`src/rtl/pwmaq_pkg.sv`:
```
package pwmaq_pkg;

    typedef enum logic [1:0] {
        ACT_NONE   = 2'b00,
        ACT_LOW    = 2'b01,
        ACT_HIGH   = 2'b10,
        ACT_TOGGLE = 2'b11
    } act_e;

    typedef enum logic [1:0] {
        RLD_ZERO   = 2'b00,
        RLD_PERIOD = 2'b01,
        RLD_EITHER = 2'b10,
        RLD_NOW    = 2'b11
    } rld_e;

    typedef enum logic [1:0] {
        FRC_OFF  = 2'b00,
        FRC_LOW  = 2'b01,
        FRC_HIGH = 2'b10
    } frc_e;

    typedef enum logic {
        LVL_LOW  = 1'b0,
        LVL_HIGH = 1'b1
    } lvl_e;

    typedef struct packed {
        logic cmpb;
        logic cmpa;
        logic period;
        logic zero;
    } ev_t;

    localparam int FLD_ZERO_LSB = 0;
    localparam int FLD_PRD_LSB  = 2;
    localparam int FLD_CMPA_LSB = 4;
    localparam int FLD_CMPB_LSB = 8;
    localparam int RLD_SEL_LSB  = 6;
    localparam int FRC_FLD_W    = 2;

    function automatic frc_e decode_force(input logic [1:0] code);
        case (code)
            2'b01:   return FRC_LOW;
            2'b10:   return FRC_HIGH;
            default: return FRC_OFF;
        endcase
    endfunction

endpackage

```
`src/rtl/aq_force_ctrl.sv`:
```
module aq_force_ctrl
    import pwmaq_pkg::*;
#(
    parameter int DATA_W  = 16,
    parameter int NUM_OUT = 2
) (
    input  logic                          clk,
    input  logic                          rst_n,
    input  ev_t                           ev,
    input  logic                          wr_rld,
    input  logic                          wr_frc,
    input  logic [DATA_W-1:0]             wr_data,
    output logic [FRC_FLD_W*NUM_OUT-1:0]  frc_act
);

    localparam int FRC_W = FRC_FLD_W * NUM_OUT;

    rld_e             rld_q;
    logic [FRC_W-1:0] shadow_q;
    logic [FRC_W-1:0] active_q;
    logic [FRC_W-1:0] shadow_nxt;
    logic             load;
    logic             unused_bits;

    assign unused_bits = ^{1'b0, wr_data};

    always_comb begin
        shadow_nxt = wr_frc ? wr_data[FRC_W-1:0] : shadow_q;
    end

    // reload point decided by the selector state
    always_comb begin
        load = 1'b0;
        unique case (rld_q)
            RLD_ZERO:   load = ev.zero;
            RLD_PERIOD: load = ev.period;
            RLD_EITHER: load = ev.zero | ev.period;
            RLD_NOW:    load = 1'b1;
        endcase
    end

    always_ff @(posedge clk) begin
        if (!rst_n) begin
            rld_q    <= RLD_ZERO;
            shadow_q <= '0;
            active_q <= '0;
        end else begin
            if (wr_rld) begin
                rld_q <= rld_e'(wr_data[RLD_SEL_LSB +: 2]);
            end
            shadow_q <= shadow_nxt;
            if (load) begin
                active_q <= shadow_nxt;
            end
        end
    end

    assign frc_act = active_q;

    // without a reload strobe in zero mode the active force holds
    a_r6_hold_without_reload: assert property (@(posedge clk) disable iff (!rst_n)
        (rld_q == RLD_ZERO && !ev.zero) |=> $stable(active_q));

    // immediate mode takes the written value on the write edge
    a_r7_immediate_load: assert property (@(posedge clk) disable iff (!rst_n)
        (rld_q == RLD_NOW && wr_frc) |=> (active_q == $past(wr_data[FRC_W-1:0])));

endmodule

```
`src/rtl/aq_channel.sv`:
```
module aq_channel
    import pwmaq_pkg::*;
#(
    parameter int DATA_W = 16
) (
    input  logic              clk,
    input  logic              rst_n,
    input  ev_t               ev,
    input  logic              wr_act,
    input  logic [DATA_W-1:0] wr_data,
    input  logic [1:0]        frc_code,
    output logic              pwm
);

    logic [DATA_W-1:0] act_q;
    act_e              f_zero, f_prd, f_cmpa, f_cmpb, sel_act;
    frc_e              frc;
    lvl_e              state_q, state_nxt;
    logic              unused_bits;

    assign unused_bits = ^{1'b0, act_q};

    always_ff @(posedge clk) begin
        if (!rst_n) begin
            act_q <= '0;
        end else if (wr_act) begin
            act_q <= wr_data;
        end
    end

    assign f_zero = act_e'(act_q[FLD_ZERO_LSB +: 2]);
    assign f_prd  = act_e'(act_q[FLD_PRD_LSB  +: 2]);
    assign f_cmpa = act_e'(act_q[FLD_CMPA_LSB +: 2]);
    assign f_cmpb = act_e'(act_q[FLD_CMPB_LSB +: 2]);
    assign frc    = decode_force(frc_code);

    // later checks override earlier ones: zero < period < cmpA < cmpB
    always_comb begin
        sel_act = ACT_NONE;
        if (ev.zero   && f_zero != ACT_NONE) sel_act = f_zero;
        if (ev.period && f_prd  != ACT_NONE) sel_act = f_prd;
        if (ev.cmpa   && f_cmpa != ACT_NONE) sel_act = f_cmpa;
        if (ev.cmpb   && f_cmpb != ACT_NONE) sel_act = f_cmpb;
    end

    always_ff @(posedge clk) begin
        if (!rst_n) begin
            state_q <= LVL_LOW;
        end else begin
            state_q <= state_nxt;
        end
    end

    always_comb begin
        state_nxt = state_q;
        unique case (frc)
            FRC_LOW:  state_nxt = LVL_LOW;
            FRC_HIGH: state_nxt = LVL_HIGH;
            FRC_OFF: begin
                unique case (sel_act)
                    ACT_NONE:   state_nxt = state_q;
                    ACT_LOW:    state_nxt = LVL_LOW;
                    ACT_HIGH:   state_nxt = LVL_HIGH;
                    ACT_TOGGLE: state_nxt = (state_q == LVL_HIGH) ? LVL_LOW : LVL_HIGH;
                endcase
            end
            default: state_nxt = state_q;
        endcase
    end

    always_comb begin
        pwm = (state_q == LVL_HIGH);
    end

    // forced levels win over every event
    a_r5_force_low: assert property (@(posedge clk) disable iff (!rst_n)
        (frc_code == 2'b01) |=> !pwm);
    a_r5_force_high: assert property (@(posedge clk) disable iff (!rst_n)
        (frc_code == 2'b10) |=> pwm);

    // with no strobe and no force the level is held
    a_r9_hold_idle: assert property (@(posedge clk) disable iff (!rst_n)
        (ev == '0 && frc_code != 2'b01 && frc_code != 2'b10) |=> $stable(pwm));

    // compare B with a low action decides when unforced
    a_r3_cmpb_wins: assert property (@(posedge clk) disable iff (!rst_n)
        (ev.cmpb && act_q[FLD_CMPB_LSB +: 2] == 2'b01 && frc_code != 2'b10) |=> !pwm);

endmodule

```
`src/rtl/pwm_action_qual.sv`:
```
module pwm_action_qual
    import pwmaq_pkg::*;
#(
    parameter int DATA_W = 16,
    parameter int ADDR_W = 2
) (
    input  logic              clk,
    input  logic              rst_n,
    input  logic              ev_zero,
    input  logic              ev_period,
    input  logic              ev_cmpa_up,
    input  logic              ev_cmpb_up,
    input  logic              wr_en,
    input  logic [ADDR_W-1:0] wr_addr,
    input  logic [DATA_W-1:0] wr_data,
    output logic              pwm_a,
    output logic              pwm_b
);

    localparam int          NUM_OUT  = 2;
    localparam logic [ADDR_W-1:0] ADDR_ACT0 = ADDR_W'(0);
    localparam logic [ADDR_W-1:0] ADDR_RLD  = ADDR_W'(2);
    localparam logic [ADDR_W-1:0] ADDR_FRC  = ADDR_W'(3);

    ev_t                            ev;
    logic [FRC_FLD_W*NUM_OUT-1:0]   frc_act;
    logic [NUM_OUT-1:0]             pwm_vec;

    assign ev = '{cmpb: ev_cmpb_up, cmpa: ev_cmpa_up, period: ev_period, zero: ev_zero};

    aq_force_ctrl #(
        .DATA_W  (DATA_W),
        .NUM_OUT (NUM_OUT)
    ) u_force (
        .clk     (clk),
        .rst_n   (rst_n),
        .ev      (ev),
        .wr_rld  (wr_en && wr_addr == ADDR_RLD),
        .wr_frc  (wr_en && wr_addr == ADDR_FRC),
        .wr_data (wr_data),
        .frc_act (frc_act)
    );

    for (genvar ch = 0; ch < NUM_OUT; ch++) begin : g_ch
        aq_channel #(
            .DATA_W (DATA_W)
        ) u_ch (
            .clk      (clk),
            .rst_n    (rst_n),
            .ev       (ev),
            .wr_act   (wr_en && wr_addr == (ADDR_ACT0 + ADDR_W'(ch))),
            .wr_data  (wr_data),
            .frc_code (frc_act[FRC_FLD_W*ch +: FRC_FLD_W]),
            .pwm      (pwm_vec[ch])
        );
    end

    assign pwm_a = pwm_vec[0];
    assign pwm_b = pwm_vec[1];

    // outputs are low in the first cycle after reset
    a_r8_reset_low: assert property (@(posedge clk)
        $rose(rst_n) |-> (!pwm_a && !pwm_b));

endmodule

```
`config.mk`:
```
export PLATFORM = sky130hd
export DESIGN_NAME = pwm_action_qual
export DESIGN_NICKNAME = d
export VERILOG_FILES = /design/src/rtl/pwmaq_pkg.sv /design/src/rtl/aq_force_ctrl.sv /design/src/rtl/aq_channel.sv /design/src/rtl/pwm_action_qual.sv
export SDC_FILE = /design/constraint.sdc
export NUM_CORES = 1
export LEC_CHECK = 0
export BUFFER_PORTS_ARGS = -buffer_cell sky130_fd_sc_hd__buf_4
export CAP_MARGIN = 20
export CORE_MARGIN = 5
export CORE_UTILIZATION = 42
export CTS_CLUSTER_DIAMETER = 200
export DETAILED_ROUTE_END_ITERATION = 7
export GPL_TIMING_DRIVEN = 0
export PLACE_DENSITY = 0.63
export SLEW_MARGIN = 0
export SYNTH_ARGS = -nofsm -noshare
export SYNTH_HDL_FRONTEND = slang
export SYNTH_HIERARCHICAL = 1
export SYNTH_SLANG_ARGS = --single-unit
export TNS_END_PERCENT = 30
```
`constraint.sdc`:
```
create_clock -name clk -period 1.7 [get_ports clk]
set_clock_uncertainty 0.2 [all_clocks]
set_input_delay 0.17 -clock clk [delete_from_list [all_inputs] [get_ports clk]]
set_output_delay 0.17 -clock clk [all_outputs]
set_load 0.01 [all_outputs]
```
# --- Word level (Yosys, flattened, before mapping) ---
# Index checks and enable logic that the tools add are counted.
word_totals:
  elab_cells: 78
  register_bits: 32
op_classes:
  reduce_logical: 30
  muxes: 18
  n_bitwise: 1
  eq_ne: 22
ops:
  columns: ["op", "n"]
  rows:
  - ["$eq 2x2->1 const B", 12]
  - ["$eq 2x1->1 const B", 8]
  - ["$mux 2", 8]
  - ["$reduce_bool 2->1", 8]
  - ["$logic_and 1x1->1", 12]
  - ["$logic_not 2->1", 6]
  - ["$pmux 1 s3", 4]
  - ["$pmux 2 s2", 2]
  - ["$reduce_bool 3->1", 2]
  - ["$mux 4", 1]
  - ["$ne 2x2->1 const B", 2]
  - ["$pmux 1 s4", 1]
  - ["$reduce_and 2->1", 2]
  - ["$mux 1", 2]
  - ["$or 1x1->1", 1]

# --- Depth between registers and ports, before layout ---
logic_depth:
  word_depth: 9
  ltp_mapped: 6
  depth_no_buf: 6

# --- By module ---
# Netlist, hierarchy kept.
by_module_without_submodules:
  columns: ["mod", "area_per_inst_um2", "n_inst", "cells_per_inst"]
  rows:
  - ["aq_channel", 513.0, 2, 53]
  - ["aq_force_ctrl", 430.4, 1, 34]
  - ["pwm_action_qual", 37.5, 1, 4]

# --- Worst setup path after synthesis ---
# OpenSTA, ideal clock, no wires.
synth_timing:
  kind: "register to register"
  start: "register u_force.rld_q[0]"
  end: "register u_force.active_q[0], in the netlist u_force/frc_act[0]"
  required_ns: 1.379
  slack_ns: 0.222
  arrival_ns: 1.157
  path_buffers: 0
  path_stages_with_launch: 4
  path_cell_list: "dfxtp_1 -> mux2_4 -> o21ai_4 -> mux2_4"
synth_via:
  elab_chain_len: 2
  word_cells_on_any_way: 5
  cone_classes: "eq/ne (3); mux (1); reduce/logical (1)"
synth_lines:
  columns: ["element", "line_no", "rtl"]
  rows:
  - ["from (decl)", "aq_force_ctrl.sv:18", "rld_e rld_q;"]
  - ["from (signal assigned)", "aq_force_ctrl.sv:49", "rld_q <= rld_e'(wr_data[RLD_SEL_LSB +: 2]);"]
  - ["$eq 2x2->1, or another cell as far along", "aq_force_ctrl.sv:34", "unique case (rld_q)"]
  - ["$pmux 1 s4 (*)", "aq_force_ctrl.sv:34", null]
  - ["to (signal assigned)", "aq_force_ctrl.sv:53", "active_q <= shadow_nxt;"]
  - ["to (decl)", "aq_force_ctrl.sv:20", "logic [FRC_W-1:0] active_q;"]
# Mark *: on every way between the ends. The rest lies on a longest branch, timed or not.
# A chain may end at the register's enable or synchronous reset.

# --- Worst setup path in the final report ---
layout_timing:
  start: "register g_ch[0].u_ch.act_q[4]"
  end: "register g_ch[0].u_ch.state_q"
layout_via:
  elab_chain_len: 7
  word_cells_on_any_way: 12
  cone_classes: "eq/ne (4); mux (4); reduce/logical (4)"
layout_lines:
  columns: ["element", "line_no", "rtl"]
  rows:
  - ["from (decl)", "aq_channel.sv:15", "logic [DATA_W-1:0] act_q;"]
  - ["from (signal assigned)", "aq_channel.sv:27", "act_q <= wr_data;"]
  - ["$reduce_bool 2->1", "aq_channel.sv:42", "if (ev.cmpa && f_cmpa != ACT_NONE) sel_act = f_cmpa;"]
  - ["$logic_and 1x1->1", "aq_channel.sv:42", null]
  - ["$mux 2 (*)", "aq_channel.sv:42", null]
  - ["$mux 2 (*)", "aq_channel.sv:43", "if (ev.cmpb && f_cmpb != ACT_NONE) sel_act = f_cmpb;"]
  - ["$eq 2x2->1, or another cell as far along", "aq_channel.sv:60", "unique case (sel_act)"]
  - ["$pmux 1 s3 / $ne 2x2->1 (equally long branches)", null, null]
  - ["$pmux 1 s3 / $reduce_and 2->1 (equally long branches)", null, null]
  - ["to (signal assigned)", "aq_channel.sv:50", "state_q <= state_nxt;"]
  - ["to (decl)", "aq_channel.sv:18", "lvl_e state_q, state_nxt;"]
# Marks and branches as above.

==> impl_results.md <==
- Worst-case reg-to-reg path depth: 4
- Die width: 69.6 um
- Syn avg cell area: 10.4 um2
- Power Dens Cells: 654 mW/mm2
- Row Count: 21
- CTS clock-pin slew for the worst setup and hold paths: 0.15 ns
- Post-DRT Antenna Nets: 0
- Crit. Startpoint: g_ch[0].u_ch/act_q[4]$_SDFFE_PN0P_
- Crit path DAT: 1.63 ns
- DRT Pass-1 Iters: 5
- # clock sinks: 28
- Net Count, Synth: 173
- Layout cells sized above 1: 23.7%
- Die Y: 69.6 um
- DR vias: 1139
- Crit path to: g_ch[0].u_ch/pwm$_SDFFE_PN0P_
- Worst Path Required: 1.73 ns
- Core Area: 0.00339 mm2
- Clock buffer depth: 2
- Mapped cell area: 0.00149 mm2
- Synth cell types: 28
- Num ports: 27
- Largest fanout on the critical path: 4
- Final setup vio count: 0
- Outcome: completed
- Residual DRC: 0
- Fill count: 303
- Yosys warns: 6
- Port bufs: 20
- Worst-margin pin slew: 0.331 ns
- Antenna diodes: 0
- Inst Count DP: 210
- Worst Hold Class: input port to register
- Startpoint class of the critical path: register
- Reg2reg start: g_ch[0].u_ch/act_q[4]$_SDFFE_PN0P_
- Largest net degree at the start of global routing: 31
- First-pass GRT wire length: 5270 um
- CTS tree: built
- Min Clock Period, post-route: 1.60 ns
- Final Hold Viols: 0
- DIE AREA: 0.00485 mm2
- Non-filler cells, final: 223
- Total Wirelength: 3070 um
- Worst r2r dst: g_ch[0].u_ch/pwm$_SDFFE_PN0P_
- Nets: 208
- Crit Path Class: register to register
- Leak Pwr: 0.723 nW
- Routed wire per std cell: 13.8 um
- Final period utilization: 93.9%
- Slew HR: 77.9%
- Root buf cell: clkbuf_4
- Maximum vdd drop: 403 uV
- Starting Density: 44.1%
- Clock latency on the worst-skew pair: 0.32 ns
- Setup Buffers After CTS: 0
- Synth Instances: 144
- FMAX: 0.626 GHz
- Via/cell ratio: 5.11
- Placer Congestion: 0.708
- Yosys reg bits: 28
- Vias in the first global route: 1159
- Gr ovfl total: 0
- 1st-iter DRT viols: 32
- CTS Buf Count: 3
- Setup TNS Final: 0 ns
- Reg2Reg Setup Slack: 0.10 ns
- P&R area growth vs syn: 22.6%
- RSZ-0062 raised after global routing: no
- Sequential share of the synthesized area: 37.5%
- Initial antenna violation count: 0
- Post-layout total power: 1.20 mW
- Detailed-placement wirelength estimate: 2210 um
- Gr usage total: 13.2%
- Critical path endpoint category: register
- H-tree depth: 1
- Max-cap violations: 0
- Slew Limit Fails: 0
[registers in the layout, summed over array words and instances, names as in the netlist]
signal,cells
g_ch.u_ch/act_q,16
g_ch.u_ch/pwm,2
u_force/frc_act,4
u_force/rld_q,2
u_force/shadow_q,4
[per-layer routing]
metal  routed length (um)  global-route usage (%)  up-vias
met5                    0                       0        -
met4                   27                    3.19        0
met3                  146                    2.90        4
met2                 1440                    22.4       30
met1                 1460                    17.1      529
li1                     -                       -      576
[how the worst min path moves through the flow]
stage / start / endpoint / slack, ns / cells past startpoint
CTS: rst_n / u_force/rld_q[0]$_SDFFE_PN0P_ / 0.02 / 2
floorplan: rst_n / g_ch[0].u_ch/act_q[0]$_SDFFE_PN0P_ / 0.1 / 1
global placement: wr_data[7] / u_force/rld_q[1]$_SDFFE_PN0P_ / 0.23 / 3
global route: rst_n / u_force/rld_q[1]$_SDFFE_PN0P_ / 0.01 / 2
detailed placement: wr_data[7] / u_force/rld_q[1]$_SDFFE_PN0P_ / 0.24 / 3
finish: rst_n / g_ch[0].u_ch/act_q[5]$_SDFFE_PN0P_ / 0.02 / 2
[critical path, cell delays in order, from the launching register on]
cell and delay (ns):
dfxtp_1 0.42, o21a_1 0.18, o32ai_2 0.10, or3b_1 0.36, a41o_1 0.23
[layout by cell type (no fill, tap or decap), types with 3 or more instances in the layout]
cell	instances
a31oi_1	4
and2_1	4
buf_2	3
buf_4	20
clkbuf_4	3
dfxtp_1	28
dlygate4sd3_1	10
ha_1	4
inv_1	6
mux2_4	5
mux2i_1	24
nand2_1	12
nor2b_1	22
[cell usage after synthesis]
library cell / n / share of area (%)
a21oi_1: 2 / 0.67
a2bb2oi_1: 2 / 1.2
a31oi_1: 4 / 1.7
a41o_1: 2 / 1.3
and2_1: 4 / 1.7
and2_4: 2 / 1.2
and3_1: 2 / 0.84
and3_2: 1 / 0.50
and3b_1: 2 / 1.2
buf_2: 3 / 1.0
bufinv_8: 2 / 2.3
dfxtp_1: 28 / 38
ha_1: 4 / 3.4
inv_1: 6 / 1.5
mux2_4: 5 / 5.0
mux2i_1: 24 / 16
nand2_1: 12 / 3.0
nand3b_1: 2 / 1.0
nand4_1: 2 / 0.84
nand4b_1: 2 / 1.2
nor2b_1: 22 / 9.2
nor3b_2: 1 / 0.84
o211ai_2: 2 / 1.7
o21a_1: 2 / 1.0
o21ai_4: 1 / 1.1
o32ai_1: 2 / 1.2
or3_4: 1 / 0.75
or3b_1: 2 / 1.2
[layout make-up]
class	count	area (um2)	share of cell area, %
buffer	3	15.0	0.820
clock buffer	3	22.5	1.23
inverter	8	57.6	3.14
multi-input combinational	105	868	47.4
sequential	28	561	30.6
tap	46	57.6	3.14
timing repair buffer	30	250	13.7
[cell families (layout without fill, tap and decap cells)]
family | count (synthesis) | after routing | share of synthesized area, %
mux | 29 | 29 | 21.1
flops | 28 | 28 | 37.5
fa+ha+maj | 4 | 4 | 3.35
compound gates | 17 | 17 | 9.80
simple gates | 55 | 55 | 23.4
buf+inv | 11 | 44 | 4.86
[metrics by stage]
step / setup slack (ns) / hold WS [ns] / instance area, um2 / util, %
6_report: 0.104 / 0.0180 / 1830 / 54.0
5_1_grt: 0.0582 / 0.0105 / 1830 / 54.0
4_1_cts: 0.0460 / 0.0165 / 1820 / 53.8
3_5_place_dp: 0.0639 / 0.235 / 1700 / 50.2
3_3_place_gp: 0.105 / 0.228 / 1700 / 50.2
2_1_floorplan: 0.222 / 0.0982 / 1490 / -
[where the power goes]
| group | total, mW | internal [mW] | switching, mW |
|---|---|---|---|
| sequential | 0.700 | 0.682 | 0.0177 |
| combinational | 0.224 | 0.135 | 0.0888 |
| clock | 0.274 | 0.0831 | 0.191 |
[repair_timing]
action | 4_1_cts | 5_1_grt
hold endpoints to repair | 21 | 0
setup endpoints to repair | 0 | 1
hold buffers | 10 | 0
gates resized for setup | 0 | 1
(Power assumes the default switching activity.)
